==> src/rtl/fp_absmax_pkg.sv <==
package fp_absmax_pkg;

  localparam int INSTR_W = 32;
  localparam int NUM_FMT = 3;

  typedef enum logic [1:0] {
    FMT_H = 2'd0,
    FMT_S = 2'd1,
    FMT_D = 2'd2
  } fmt_e;

  typedef struct packed {
    logic legal;
    logic wide;
    fmt_e fmt;
  } dec_t;

  function automatic int fmt_exp_w(int f);
    case (f)
      0:       return 5;
      1:       return 8;
      default: return 11;
    endcase
  endfunction

  function automatic int fmt_man_w(int f);
    case (f)
      0:       return 10;
      1:       return 23;
      default: return 52;
    endcase
  endfunction

endpackage

==> src/rtl/fp_absmax_decode.sv <==
module fp_absmax_decode
  import fp_absmax_pkg::*;
(
  input  logic [INSTR_W-1:0] word_i,
  output dec_t               dec_o
);
  logic is_half, is_sd, sd_dbl, width_bit;

  always_comb begin
    width_bit = word_i[30];
    sd_dbl    = word_i[22];
    is_half   = (word_i[31] == 1'b0) && (word_i[29:21] == 9'b001110110) &&
                (word_i[15:10] == 6'b000111);
    is_sd     = (word_i[31] == 1'b0) && (word_i[29:23] == 7'b0011101) &&
                (word_i[21] == 1'b1) && (word_i[15:10] == 6'b110111);
    dec_o       = '0;
    dec_o.wide  = width_bit;
    if (is_half) begin
      dec_o.legal = 1'b1;
      dec_o.fmt   = FMT_H;
    end else if (is_sd) begin
      dec_o.fmt   = sd_dbl ? FMT_D : FMT_S;
      dec_o.legal = !(sd_dbl && !width_bit);
    end
  end
endmodule

==> src/rtl/fp_absmax_lane.sv <==
module fp_absmax_lane #(
  parameter int EXP_W = 8,
  parameter int MAN_W = 23,
  localparam int W    = 1 + EXP_W + MAN_W
) (
  input  logic [W-1:0] a_i,
  input  logic [W-1:0] b_i,
  output logic [W-1:0] res_o,
  output logic         snan_o
);
  localparam logic [W-1:0] QNAN = {1'b0, {EXP_W{1'b1}}, 1'b1, {(MAN_W-1){1'b0}}};

  logic [W-2:0] mag_a, mag_b;
  logic         nan_a, nan_b;

  always_comb begin
    mag_a  = a_i[W-2:0];
    mag_b  = b_i[W-2:0];
    nan_a  = (&a_i[W-2:MAN_W]) && (|a_i[MAN_W-1:0]);
    nan_b  = (&b_i[W-2:MAN_W]) && (|b_i[MAN_W-1:0]);
    snan_o = (nan_a && !a_i[MAN_W-1]) || (nan_b && !b_i[MAN_W-1]);
    if (nan_a || nan_b) res_o = QNAN;
    else                res_o = {1'b0, (mag_a >= mag_b) ? mag_a : mag_b};
  end
endmodule

==> src/rtl/fp_absmax_bank.sv <==
module fp_absmax_bank #(
  parameter int VEC_W = 128,
  parameter int EXP_W = 8,
  parameter int MAN_W = 23,
  localparam int LW   = 1 + EXP_W + MAN_W,
  localparam int NL   = VEC_W / LW
) (
  input  logic [VEC_W-1:0] a_i,
  input  logic [VEC_W-1:0] b_i,
  output logic [VEC_W-1:0] res_o,
  output logic             snan_lo_o,
  output logic             snan_hi_o
);
  logic [NL-1:0] lane_snan;

  for (genvar e = 0; e < NL; e++) begin : g_lane
    fp_absmax_lane #(.EXP_W(EXP_W), .MAN_W(MAN_W)) lane_i (
      .a_i   (a_i[e*LW +: LW]),
      .b_i   (b_i[e*LW +: LW]),
      .res_o (res_o[e*LW +: LW]),
      .snan_o(lane_snan[e])
    );
  end

  assign snan_lo_o = |lane_snan[NL/2-1:0];
  assign snan_hi_o = |lane_snan[NL-1:NL/2];
endmodule

==> src/rtl/fp_absmax_unit.sv <==
module fp_absmax_unit
  import fp_absmax_pkg::*;
#(
  parameter int VEC_W = 128,
  localparam int HALF_W = VEC_W / 2
) (
  input  logic               clk,
  input  logic               rst_n,
  input  logic               issue_valid,
  input  logic [INSTR_W-1:0] instr_word,
  input  logic [VEC_W-1:0]   src_a,
  input  logic [VEC_W-1:0]   src_b,
  output logic [VEC_W-1:0]   dst_q,
  output logic               undef_q,
  output logic               invop_q
);
  logic             rst_s1, rst_sync_n;
  dec_t             dec;
  logic [VEC_W-1:0] bank_res [NUM_FMT];
  logic [NUM_FMT-1:0] snan_lo, snan_hi;
  logic [VEC_W-1:0] dst_d, sel_res;
  logic             undef_d, invop_d, dst_en;

  always_ff @(posedge clk or negedge rst_n) begin
    if (!rst_n) begin
      rst_s1     <= 1'b0;
      rst_sync_n <= 1'b0;
    end else begin
      rst_s1     <= 1'b1;
      rst_sync_n <= rst_s1;
    end
  end

  fp_absmax_decode dec_i (.word_i(instr_word), .dec_o(dec));

  for (genvar f = 0; f < NUM_FMT; f++) begin : g_fmt
    fp_absmax_bank #(
      .VEC_W(VEC_W), .EXP_W(fmt_exp_w(f)), .MAN_W(fmt_man_w(f))
    ) bank_i (
      .a_i      (src_a),
      .b_i      (src_b),
      .res_o    (bank_res[f]),
      .snan_lo_o(snan_lo[f]),
      .snan_hi_o(snan_hi[f])
    );
  end

  always_comb begin
    sel_res = bank_res[dec.fmt];
    undef_d = !dec.legal;
    invop_d = dec.legal && (snan_lo[dec.fmt] || (dec.wide && snan_hi[dec.fmt]));
    dst_en  = issue_valid && dec.legal;
    dst_d   = dec.wide ? sel_res : {{HALF_W{1'b0}}, sel_res[HALF_W-1:0]};
  end

  always_ff @(posedge clk or negedge rst_n) begin
    if (!rst_n) begin
      dst_q   <= '0;
      undef_q <= 1'b0;
      invop_q <= 1'b0;
    end else if (!rst_sync_n) begin
      dst_q   <= '0;
      undef_q <= 1'b0;
      invop_q <= 1'b0;
    end else begin
      if (dst_en)      dst_q   <= dst_d;
      if (issue_valid) undef_q <= undef_d;
      if (issue_valid) invop_q <= invop_d;
    end
  end

  // reserved double-lane narrow word seen from the raw bits
  p_reserved_flag_r3: assert property (@(posedge clk) disable iff (!rst_sync_n)
    (issue_valid && instr_word[31] == 1'b0 && instr_word[29:21] == 9'b001110111 &&
     instr_word[15:10] == 6'b110111 && !instr_word[30]) |=> undef_q);

  p_undef_keep_r4: assert property (@(posedge clk) disable iff (!rst_sync_n)
    (issue_valid && !dec.legal) |=> $stable(dst_q));

  p_sign_clear_r5: assert property (@(posedge clk) disable iff (!rst_sync_n)
    (issue_valid && dec.legal) |=> (!dst_q[VEC_W-1] && !dst_q[HALF_W-1]));

  p_flag_excl_r8: assert property (@(posedge clk) disable iff (!rst_sync_n)
    invop_q |-> !undef_q);

  p_upper_zero_r9: assert property (@(posedge clk) disable iff (!rst_sync_n)
    (issue_valid && dec.legal && !dec.wide) |=> (dst_q[VEC_W-1:HALF_W] == '0));

  p_hold_r10: assert property (@(posedge clk) disable iff (!rst_sync_n)
    !issue_valid |=> ($stable(dst_q) && $stable(undef_q) && $stable(invop_q)));

endmodule

==> config.mk <==
export PLATFORM = sky130hd
export DESIGN_NAME = fp_absmax_unit
export DESIGN_NICKNAME = d
export VERILOG_FILES = /design/src/rtl/fp_absmax_pkg.sv /design/src/rtl/fp_absmax_decode.sv /design/src/rtl/fp_absmax_lane.sv /design/src/rtl/fp_absmax_bank.sv /design/src/rtl/fp_absmax_unit.sv
export SDC_FILE = /design/constraint.sdc
export NUM_CORES = 1
export LEC_CHECK = 0
export BUFFER_PORTS_ARGS = -buffer_cell sky130_fd_sc_hd__buf_2
export CAP_MARGIN = 10
export CORE_MARGIN = 10
export CORE_UTILIZATION = 40
export CTS_BUF_LIST = sky130_fd_sc_hd__clkbuf_4 sky130_fd_sc_hd__clkbuf_8
export DETAILED_ROUTE_END_ITERATION = 6
export PLACE_DENSITY = 0.67
export SKIP_CTS_REPAIR_TIMING = 1
export SYNTH_ARGS = -nofsm -noshare
export SYNTH_HDL_FRONTEND = slang
export SYNTH_SLANG_ARGS = --single-unit
==> constraint.sdc <==
create_clock -name clk -period 2.14 [get_ports clk]
set_input_delay 0.214 -clock clk [delete_from_list [all_inputs] [get_ports clk]]
set_output_delay 0.214 -clock clk [all_outputs]
set_load 0.02 [all_outputs]
==> flow_summary.toml, run 1 <==
[synthesis]
ys_ff_latch = 130
synth-compound-area-share_pct = 30.8
synthAdderAreaFrac_pct = 11.2
synth-simple-area-share_pct = 19.6
ys_types = 82
yosys.area.top_type_share_pct = 22.1
synth_area_sq_um = 14700
yosysTopAreaCell = "dfrtp_1"
ys_seq_area_share_pct = 22.1
synth-main-ff-cell = "dfrtp_1"
synth_xor_area_share_pct = 0
synthTopCellsByArea = "dfrtp_1 22%, ha_1 11%, mux2i_1 6.7%"
yosysWarnings = 0
netlist_instances = 1919
synth_top_family_by_area = "compound AO/OA/AOI/OAI gates"
avgSynthCellArea_sq_um = 7.67
async_reset_ff_share_pct = 100
synth.area.mux_share_pct = 8.89
synth_edf_count = 0

[final_layout]
final_common_cell = "buf_4"
multi_input_comb_area_sq_um = 12500
layout_common_cells = "524 x buf_4, 372 x buf_2, 167 x nand2_1, 130 x dfrtp_1, 115 x inv_1"
area_growth_pct = 69.7
regArea_sq_um = 3250
final_util_pct = 68.5
num-nets-final = 3250
drive_above_1_share_pct = 50.0
fill_cells = 2938

[routing]
post_drt_wl_per_cell_um = 23.2
dr.pass1.iters = 7
totalWireLength_um = 76900
drtAntennaViolNets = 0
vias = 20100
drc = 1
dr.first_iter.drc_count = 1685
post_drt_via_cell_ratio = 6.07

[global_route]
grt_pass1_wl_um = 110000
track_usage_pct = 31.1
grt-ovfl-total = 0
grt_pass1_vias = 19700
grt_max_degree = 130
antenna_found_initial = 12

[place]
dp_hpwl_um = 57700
place_congestion = 0.979
portBuffers = 399

[floorplan]
die_h_um = 212
core-area_sq_um = 36400
io_pins = 421
die_width_um = 212
start_util_pct = 40.4
die_area_sq_um = 44900
fp-row-count = 70

[pwr]
switching_power_mw = 3.48
pwr-share-clk_pct = 28.3
ir_drop_mv = 0.428
power_density_nw_per_um2 = 384
pwr-share-seq_pct = 25.7
p_leak_nw = 12.1
p_int_mw = 6.10
p_sw_share_pct = 36.4
combPwrFrac_pct = 46.0

[setup_path]
cp_data_arrival_time_ns = 2.80
cp_cell_sequence = "buf_4, buf_6, or4_4, nor4_4, buf_4, nand3_2, and3_4, or3_4, buf_8, or4_1, o2111ai_2, nand2_1"
critical_path_peak_fanout = 5
slowest_stage = "or4_4"
crit_family = "simple AND/OR/NAND/NOR gates"
crit_top_cell = "buf_4"
worst-setup-path-type = "in -> reg"
max_stage_delay_ns = 0.54
worstPathRequired_ns = 2.54
critical_path_buf_inv_count = 4
worstSetupStartpointType = "primary input"
end_kind = "flop"

[timing]
finalCritPeriodShare_pct = 112
setup_tns_ns = -16.94
period_needed_ns = 2.41
setup_violations = 111
setup_ws_ns = -0.266
holdWs_ns = -0.000425
rsz0062_at_grt = "yes"
clock.fmax_ghz = 0.416
tightest_slew_ns = 0.889
slew_viol_final = 0
relSlewSlack_pct = 40.7
hold_violations = 1
fin_skew_ns = 0.0162

[clock_tree]
cts_max_level = 4
cts_tree = "built"
numCtsBuffers = 17
clkSinkCount = 130
clk_pin_slew_ns = 0.09
cts_root_buf = "clkbuf_8"
insertion_delay_ns = 0.51
cts_buffer_depth = 2

[run_status]
violations = "design-rule violations, negative hold slack, negative setup slack"
status = "complete, but fails checks"

[flow_run]
maxCapViolations = 0

[hold_path]
hold_class = "in -> reg"
==> per-layer routing <==
layer  GRT usage, %  share of wire [%]
met5              0               0.10
met1           37.4                 38
met4           11.3                4.1
met3           7.31                9.5
met2           52.9                 48
==> power groups by stage <==
stage / clock (mW) / combinational, mW / sequential (mW)
6_report: 2.72 / 4.40 / 2.46
5_1_grt: 2.81 / 4.70 / 2.46
4_1_cts: 2.72 / 3.68 / 2.46
3_5_place_dp: 0 / 3.66 / 2.51
3_3_place_gp: 0 / 3.58 / 2.51
2_1_floorplan: 0 / 1.85 / 2.51
==> worst reg2reg max path, cell delays in order (launching register included) <==
cell and delay, ns:
dfrtp_1 0.46, nand2_4 0.18, nor2_1 0.06, buf_4 0.16, buf_4 0.17, nand3_1 0.10, o21ai_1 0.07, a22o_1 0.21
==> cell usage after synthesis (7+ instances only) <==
master / instances
a22o_1: 33
o211ai_1: 64
ha_1: 132
a211o_1: 7
o21a_1: 12
nor3_1: 43
nor2_1: 92
a22oi_1: 35
o21ai_0: 118
inv_1: 149
and3_1: 15
o22a_1: 7
nand2_1: 184
buf_1: 8
nor4_1: 34
o21ai_1: 36
nand4_1: 45
a221oi_1: 14
dfrtp_1: 130
and4_1: 7
buf_2: 28
a32oi_1: 19
a21oi_1: 157
clkbuf_1: 77
mux2i_1: 98
a21o_1: 33
o22ai_1: 15
a31oi_1: 27
or4_1: 20
nand3_1: 90
o221ai_1: 20
o31a_1: 12
mux2_2: 29
a211oi_1: 13
==> final timing paths <==
check,startpoint,end,slack [ns],cells after the start
max in group asynchronous,rst_n,dst_q[69]$_DFFE_PN0P_,1.06,3
min in group asynchronous,rst_n,dst_q[34]$_DFFE_PN0P_,0.04,2
setup / recovery,src_a[12],dst_q[57]$_DFFE_PN0P_,-0.27,12
hold reg to reg,rst_s1$_DFF_PN0_,rst_sync_n$_DFF_PN0_,0.36,0
setup reg to reg,rst_sync_n$_DFF_PN0_,dst_q[115]$_DFFE_PN0P_,0.62,7
hold / removal,issue_valid,undef_q$_DFFE_PN0P_,-0.0004,2
==> per-stage QoR <==
step | setup slack [ns] | total power, mW | hold WS, ns | std cells | area, sq um
2_1_floorplan | -0.343 | 4.36 | -0.0816 | 1920 | 15600
3_3_place_gp | -0.795 | 6.09 | -0.0116 | 3220 | 22000
3_5_place_dp | -0.861 | 6.17 | -0.0107 | 3220 | 22000
4_1_cts | -0.335 | 8.86 | -0.560 | 3251 | 22500
5_1_grt | -0.359 | 9.96 | 0.0105 | 3308 | 25000
6_report | -0.266 | 9.58 | -0.000425 | 3313 | 25000
==> layout make-up <==
cell class / count / share of cell area [%]
multi-input combinational: 1525 / 50.0
timing repair buffer: 1004 / 30.2
antenna: 6 / 0.0601
tap: 468 / 2.34
sequential: 130 / 13.0
inverter: 149 / 2.52
clock buffer: 21 / 1.13
clock inverter: 10 / 0.721
==> cells by family after synthesis <==
group,after synthesis
AO/OA/AOI/OAI,681
AND/OR/NAND/NOR,577
buffers and inverters,270
adder cells (fa/ha/maj),132
flip-flops,130
multiplexers,127
other,2
==> sequential cells by signal, indices dropped and copies added, names as in the netlist <==
name and count:
invop_q 1, undef_q 1, rst_s1 1, dst_q 126, rst_sync_n 1
Note: power is estimated with default switching activity, not from simulation.
==> inputs of run 2 (changes only) <==
--- a/config.mk
+++ b/config.mk
@@ -7,7 +7,6 @@
 export LEC_CHECK = 0
 export BUFFER_PORTS_ARGS = -buffer_cell sky130_fd_sc_hd__buf_2
 export CAP_MARGIN = 10
-export CORE_MARGIN = 10
 export CORE_UTILIZATION = 40
 export CTS_BUF_LIST = sky130_fd_sc_hd__clkbuf_4 sky130_fd_sc_hd__clkbuf_8
 export DETAILED_ROUTE_END_ITERATION = 6
==> flow_summary.toml, run 2 (same netlist as run 1, synthesis figures left out) <==
[run_status]
status = "complete, but fails checks"
violations = "negative setup slack"

[setup_path]
critical_path_buf_inv_count = 5
worstSetupStartpointType = "primary input"
end_kind = "flop"
max_stage_delay_ns = 0.31
cp_data_arrival_time_ns = 2.77
crit_top_cell = "buf_12"
critical_path_peak_fanout = 8
worst-setup-path-type = "in -> reg"
slowest_stage = "mux2_4"
crit_family = "compound AO/OA/AOI/OAI gates"
worstPathRequired_ns = 2.54
cp_cell_sequence = "buf_6, inv_4, ha_4, nand4_1, o21bai_2, nor3_2, a21o_1, o21a_1, o211ai_1, buf_4, buf_12, buf_12, mux2_4, a21oi_2, o21ai_1"

[global_route]
grt_pass1_vias = 19100
grt_max_degree = 50
track_usage_pct = 34.6
antenna_found_initial = 7
grt_busiest_layer = "met2"
globalRouteMet2Util_pct = 60.2
grt-ovfl-total = 0
use_met1_pct = 42.0
use_met3_pct = 6.12
grt_pass1_wl_um = 104000

[clock_tree]
clk_pin_slew_ns = 0.08
insertion_delay_ns = 0.52
cts_root_buf = "clkbuf_8"
clkSinkCount = 130
cts_tree = "built"
cts_max_level = 4
numCtsBuffers = 17
cts_buffer_depth = 2

[floorplan]
die_h_um = 194
start_util_pct = 41.0
fp-row-count = 69
die_width_um = 194
core-area_sq_um = 35900
io_pins = 421
die_area_sq_um = 37600

[timing]
setup_ws_ns = -0.230
clock.fmax_ghz = 0.422
fin_skew_ns = 0.0181
finalCritPeriodShare_pct = 111
setup_tns_ns = -13.65
tightest_slew_ns = 0.552
slew_viol_final = 0
relSlewSlack_pct = 62.8
rsz0062_at_grt = "yes"
period_needed_ns = 2.37
hold_violations = 0
setup_violations = 124
holdWs_ns = 0.0424

[routing]
totalWireLength_um = 74600
post_drt_wl_per_cell_um = 22.3
dr.first_iter.drc_count = 1880
drtAntennaViolNets = 0
vias = 20300
post_drt_via_cell_ratio = 6.07
drc = 0
dr.pass1.iters = 6

[final_layout]
final_common_cell = "buf_4"
top_register = "dst_q"
fill_cells = 2864
final-instance-count-excl-fill = 3344
multi_input_comb_area_sq_um = 12600
regArea_sq_um = 3250
area_growth_pct = 72.4
layout_common_cells = "532 x buf_4, 378 x buf_2, 165 x nand2_1, 130 x dfrtp_1, 117 x inv_1"
drive_above_1_share_pct = 51.4
design_area_sq_um = 25400
num-nets-final = 3285
largest_reg_flops = 126

[place]
dp_hpwl_um = 53100
dpl_cell_area_sq_um = 22000
portBuffers = 399
dp_slack_ns = -0.924
place_congestion = 0.988
dp.cells = 3220

[pwr]
p_leak_nw = 12.3
ir_drop_mv = 0.411
power_density_nw_per_um2 = 366

[flow_run]
maxCapViolations = 0

[hold_path]
hold_class = "in -> reg"
==> run 2: cell types whose count changed in the layout (fill, tap and decap cells not counted), sizes merged <==
cell         delta
a21o            +1
a22oi           -1
buf            +27
bufbuf          -1
bufinv          -3
clkbuf          +7
clkinv          +2
clkinvlp        +1
diode           +2
dlygate4sd3     +1
o21ai           -1
or3             +3
==> run 2: path summary, 6_finish.rpt <==
kind                                      start                     to  slack (ns)  cells after the start
max                                   src_b[86]  dst_q[67]$_DFFE_PN0P_       -0.23                     15
min                                   src_b[40]  dst_q[40]$_DFFE_PN0P_        0.04                      3
max reg2reg                rst_sync_n$_DFF_PN0_  dst_q[27]$_DFFE_PN0P_        0.55                      8
min reg2reg                    rst_s1$_DFF_PN0_   rst_sync_n$_DFF_PN0_        0.36                      0
max in group asynchronous                 rst_n  dst_q[69]$_DFFE_PN0P_        1.24                      3
min in group asynchronous                 rst_n  dst_q[29]$_DFFE_PN0P_        0.19                      2
==> run 2: routing by layer <==
layer,part of all wire [%],vias to the layer above
li1,-,9190
met1,38,9723
met2,49,1130
met3,8.5,257
met4,4.8,4
met5,0.033,-
==> run 2: cell type report <==
| cell class | instances | area share, % |
|---|---|---|
| multi-input combinational | 1527 | 49.8 |
| timing repair buffer | 1037 | 31.0 |
| sequential | 130 | 12.8 |
| antenna | 8 | 0.0789 |
| tap | 461 | 2.27 |
| clock buffer | 22 | 1.14 |
| inverter | 149 | 2.47 |
| clock inverter | 10 | 0.424 |
==> run 2: where the power goes <==
group,switching (mW),internal [mW],leakage (nW)
Clock,1.23,1.14,0.201
Combinational,2.28,2.17,10.3
Sequential,0.00166,2.46,1.81
Total,3.51,5.77,12.3
==> run 2: per-stage QoR <==
| stage | util (%) | power (mW) |
|---|---|---|
| global placement | 61.2 | 6.05 |
| detailed placement | 61.2 | 6.14 |
| CTS | 62.3 | 8.48 |
| global route | 70.6 | 9.64 |
| finish | 70.7 | 9.28 |
| floorplan | - | 4.36 |
==> run 2: worst reg2reg max path, stage by stage (launching register included) <==
cell and delay [ns]:
dfrtp_1 0.41, nand2_1 0.11, buf_4 0.21, nor2_4 0.07, buf_12 0.15, buf_4 0.14
buf_6 0.14, a32oi_2 0.20, o21ai_2 0.07
==> inputs of run 3 (changes only) <==
--- a/config.mk
+++ b/config.mk
@@ -7,11 +7,14 @@
 export LEC_CHECK = 0
 export BUFFER_PORTS_ARGS = -buffer_cell sky130_fd_sc_hd__buf_2
 export CAP_MARGIN = 10
-export CORE_UTILIZATION = 40
+export CELL_PAD_IN_SITES_DETAIL_PLACEMENT = 0
+export CELL_PAD_IN_SITES_GLOBAL_PLACEMENT = 1
+export CORE_UTILIZATION = 39
 export CTS_BUF_LIST = sky130_fd_sc_hd__clkbuf_4 sky130_fd_sc_hd__clkbuf_8
 export DETAILED_ROUTE_END_ITERATION = 6
-export PLACE_DENSITY = 0.67
+export PLACE_DENSITY = 0.86
 export SKIP_CTS_REPAIR_TIMING = 1
+export SKIP_LAST_GASP = 1
 export SYNTH_ARGS = -nofsm -noshare
 export SYNTH_HDL_FRONTEND = slang
 export SYNTH_SLANG_ARGS = --single-unit
==> constraint.sdc (replaced) <==
create_clock -name clk -period 2.3 [get_ports clk]
set_input_delay 0.23 -clock clk [delete_from_list [all_inputs] [get_ports clk]]
set_output_delay 0.23 -clock clk [all_outputs]
set_load 0.02 [all_outputs]
==> flow_summary.toml, run 3 (same netlist as run 1, synthesis figures left out) <==
[run_status]
status = "complete, but fails checks"
violations = "negative setup slack"

[setup_path]
slowest_stage = "or3_1"
r2r_slack_ns = 0.70
critical_path_peak_fanout = 6
worst-setup-path-type = "in -> reg"
cp_data_arrival_time_ns = 2.90
worstSetupStartpointType = "primary input"
rr_endpoint = "dst_q[55]$_DFFE_PN0P_"
worstReg2RegStart = "rst_sync_n$_DFF_PN0_"
worstPathRequired_ns = 2.70
crit_top_cell = "buf_4"
critical_path_buf_inv_count = 7
crit_family = "compound AO/OA/AOI/OAI gates"
end_kind = "flop"
cp_cell_sequence = "buf_2, inv_2, ha_4, a211oi_2, nor2_2, or3_1, a21oi_2, buf_4, o211ai_1, buf_4, buf_12, clkbuf_16, buf_8, a22o_1, a22oi_2, o21ai_1"
max_stage_delay_ns = 0.37
r2r_cells = 5

[place]
place_congestion = 1.01
dpl_cell_area_sq_um = 21900
portBuffers = 399
dp_hpwl_um = 52500

[final_layout]
design_area_sq_um = 24000
drive_above_1_share_pct = 46.7
num-nets-final = 3247
area_growth_pct = 63.2
layout_common_cells = "546 x buf_4, 382 x buf_2, 175 x nand2_1, 130 x dfrtp_1, 121 x inv_1"
final_common_cell = "buf_4"
largest_reg_flops = 126
top_register = "dst_q"
fill_cells = 3022

[timing]
fin_skew_ns = 0.0147
holdWs_ns = 0.0498
period_needed_ns = 2.50
relSlewSlack_pct = 61.9
slew_viol_final = 0
rsz0062_at_grt = "yes"
setup_violations = 82
setup_ws_ns = -0.199
finalCritPeriodShare_pct = 109
clock.fmax_ghz = 0.400
tightest_slew_ns = 0.571
hold_violations = 0

[clock_tree]
insertion_delay_ns = 0.52
cts_tree = "built"
numCtsBuffers = 17
clk_pin_slew_ns = 0.09
clkSinkCount = 130
cts_root_buf = "clkbuf_8"
cts_max_level = 4
cts_buffer_depth = 2

[floorplan]
core-area_sq_um = 36900
start_util_pct = 39.9
io_pins = 421
die_width_um = 196
fp-row-count = 70
die_area_sq_um = 38500
die_h_um = 196

[routing]
post_drt_via_cell_ratio = 5.99
vias = 20100
drc = 0
drtAntennaViolNets = 0
dr.first_iter.drc_count = 1684
dr.pass1.iters = 6
totalWireLength_um = 71100
post_drt_wl_per_cell_um = 21.2

[hold_path]
hp-start = "src_b[33]"
hold_class = "in -> reg"
whs_path_depth = 3
hold-path-endpoint = "dst_q[33]$_DFFE_PN0P_"

[global_route]
grt_pass1_vias = 19000
antenna_found_initial = 9
grt_pass1_wl_um = 102000
track_usage_pct = 33.5
grt-ovfl-total = 0
grt_max_degree = 57

[pwr]
power_density_nw_per_um2 = 358
p_leak_nw = 11.9
ir_drop_mv = 0.373

[flow_run]
maxCapViolations = 0
==> run 3: changes by cell type in the layout (fill, tap and decap cells not counted), sizes merged, moves of 2 or more <==
cell | previous run | this run
clkinvlp | 3 | 5
clkinv | 5 | 3
clkbuf | 35 | 29
bufinv | 2 | 4
buf | 1022 | 990
==> run 3: layout make-up <==
type	instances	area [sq um]	area share, %
Antenna cell	9	22.5	0.0938
Clock buffer	20	275	1.15
Clock inverter	12	180	0.750
Inverter	149	624	2.60
Multi-Input combinational cell	1525	11800	49.1
Sequential cell	130	3250	13.5
Tap cell	504	631	2.63
Timing Repair Buffer	1001	7240	30.1
==> run 3: power breakdown <==
part	leakage [nW]	internal [mW]	switching, mW
clock	0.213	1.27	1.15
combinational	9.87	1.90	1.99
sequential	1.81	2.29	0.00201
total	11.9	5.45	3.15
==> run 3: layer usage <==
layer	GRT usage (%)	wire length, um	up-vias
met5	0	27	-
met4	16.3	3890	4
met3	6.45	6010	260
met2	57.0	33800	1106
met1	40.3	27300	9563
li1	-	-	9119
==> run 3: worst max path at each step <==
stage,startpoint,endpoint,slack [ns],depth (start not counted)
after floorplan,src_b[12],dst_q[57]$_DFFE_PN0P_,-0.20,12
after global placement,src_b[85],dst_q[64]$_DFFE_PN0P_,-0.67,13
after detailed placement,src_b[85],dst_q[65]$_DFFE_PN0P_,-0.73,13
after CTS,src_b[85],dst_q[65]$_DFFE_PN0P_,-0.20,13
after global routing,src_b[118],dst_q[111]$_DFFE_PN0P_,-0.24,16
final,src_b[116],dst_q[111]$_DFFE_PN0P_,-0.20,16
==> run 3: through the flow <==
step	worst slack, ns	TNS (ns)	power [mW]	utilization [%]	std cells
after global placement	-0.670	-69.90	5.57	59.4	3256
final	-0.199	-4.20	8.60	65.1	3350
after detailed placement	-0.733	-75.67	5.65	59.4	3256
after floorplan	-0.199	-14.01	4.05	-	1920
after CTS	-0.196	-8.73	8.06	60.6	3288
after global routing	-0.242	-8.10	8.97	65.1	3342
==> run 3: worst reg2reg max path, delay by kind of cell (launching register included) <==
| family | cells | cell delay (ns) |
|---|---|---|
| DFF | 1 | 0.43 |
| buffers and inverters | 2 | 0.50 |
| AOI/OAI and AO/OA | 2 | 0.39 |
| and+or+nand+nor | 1 | 0.21 |
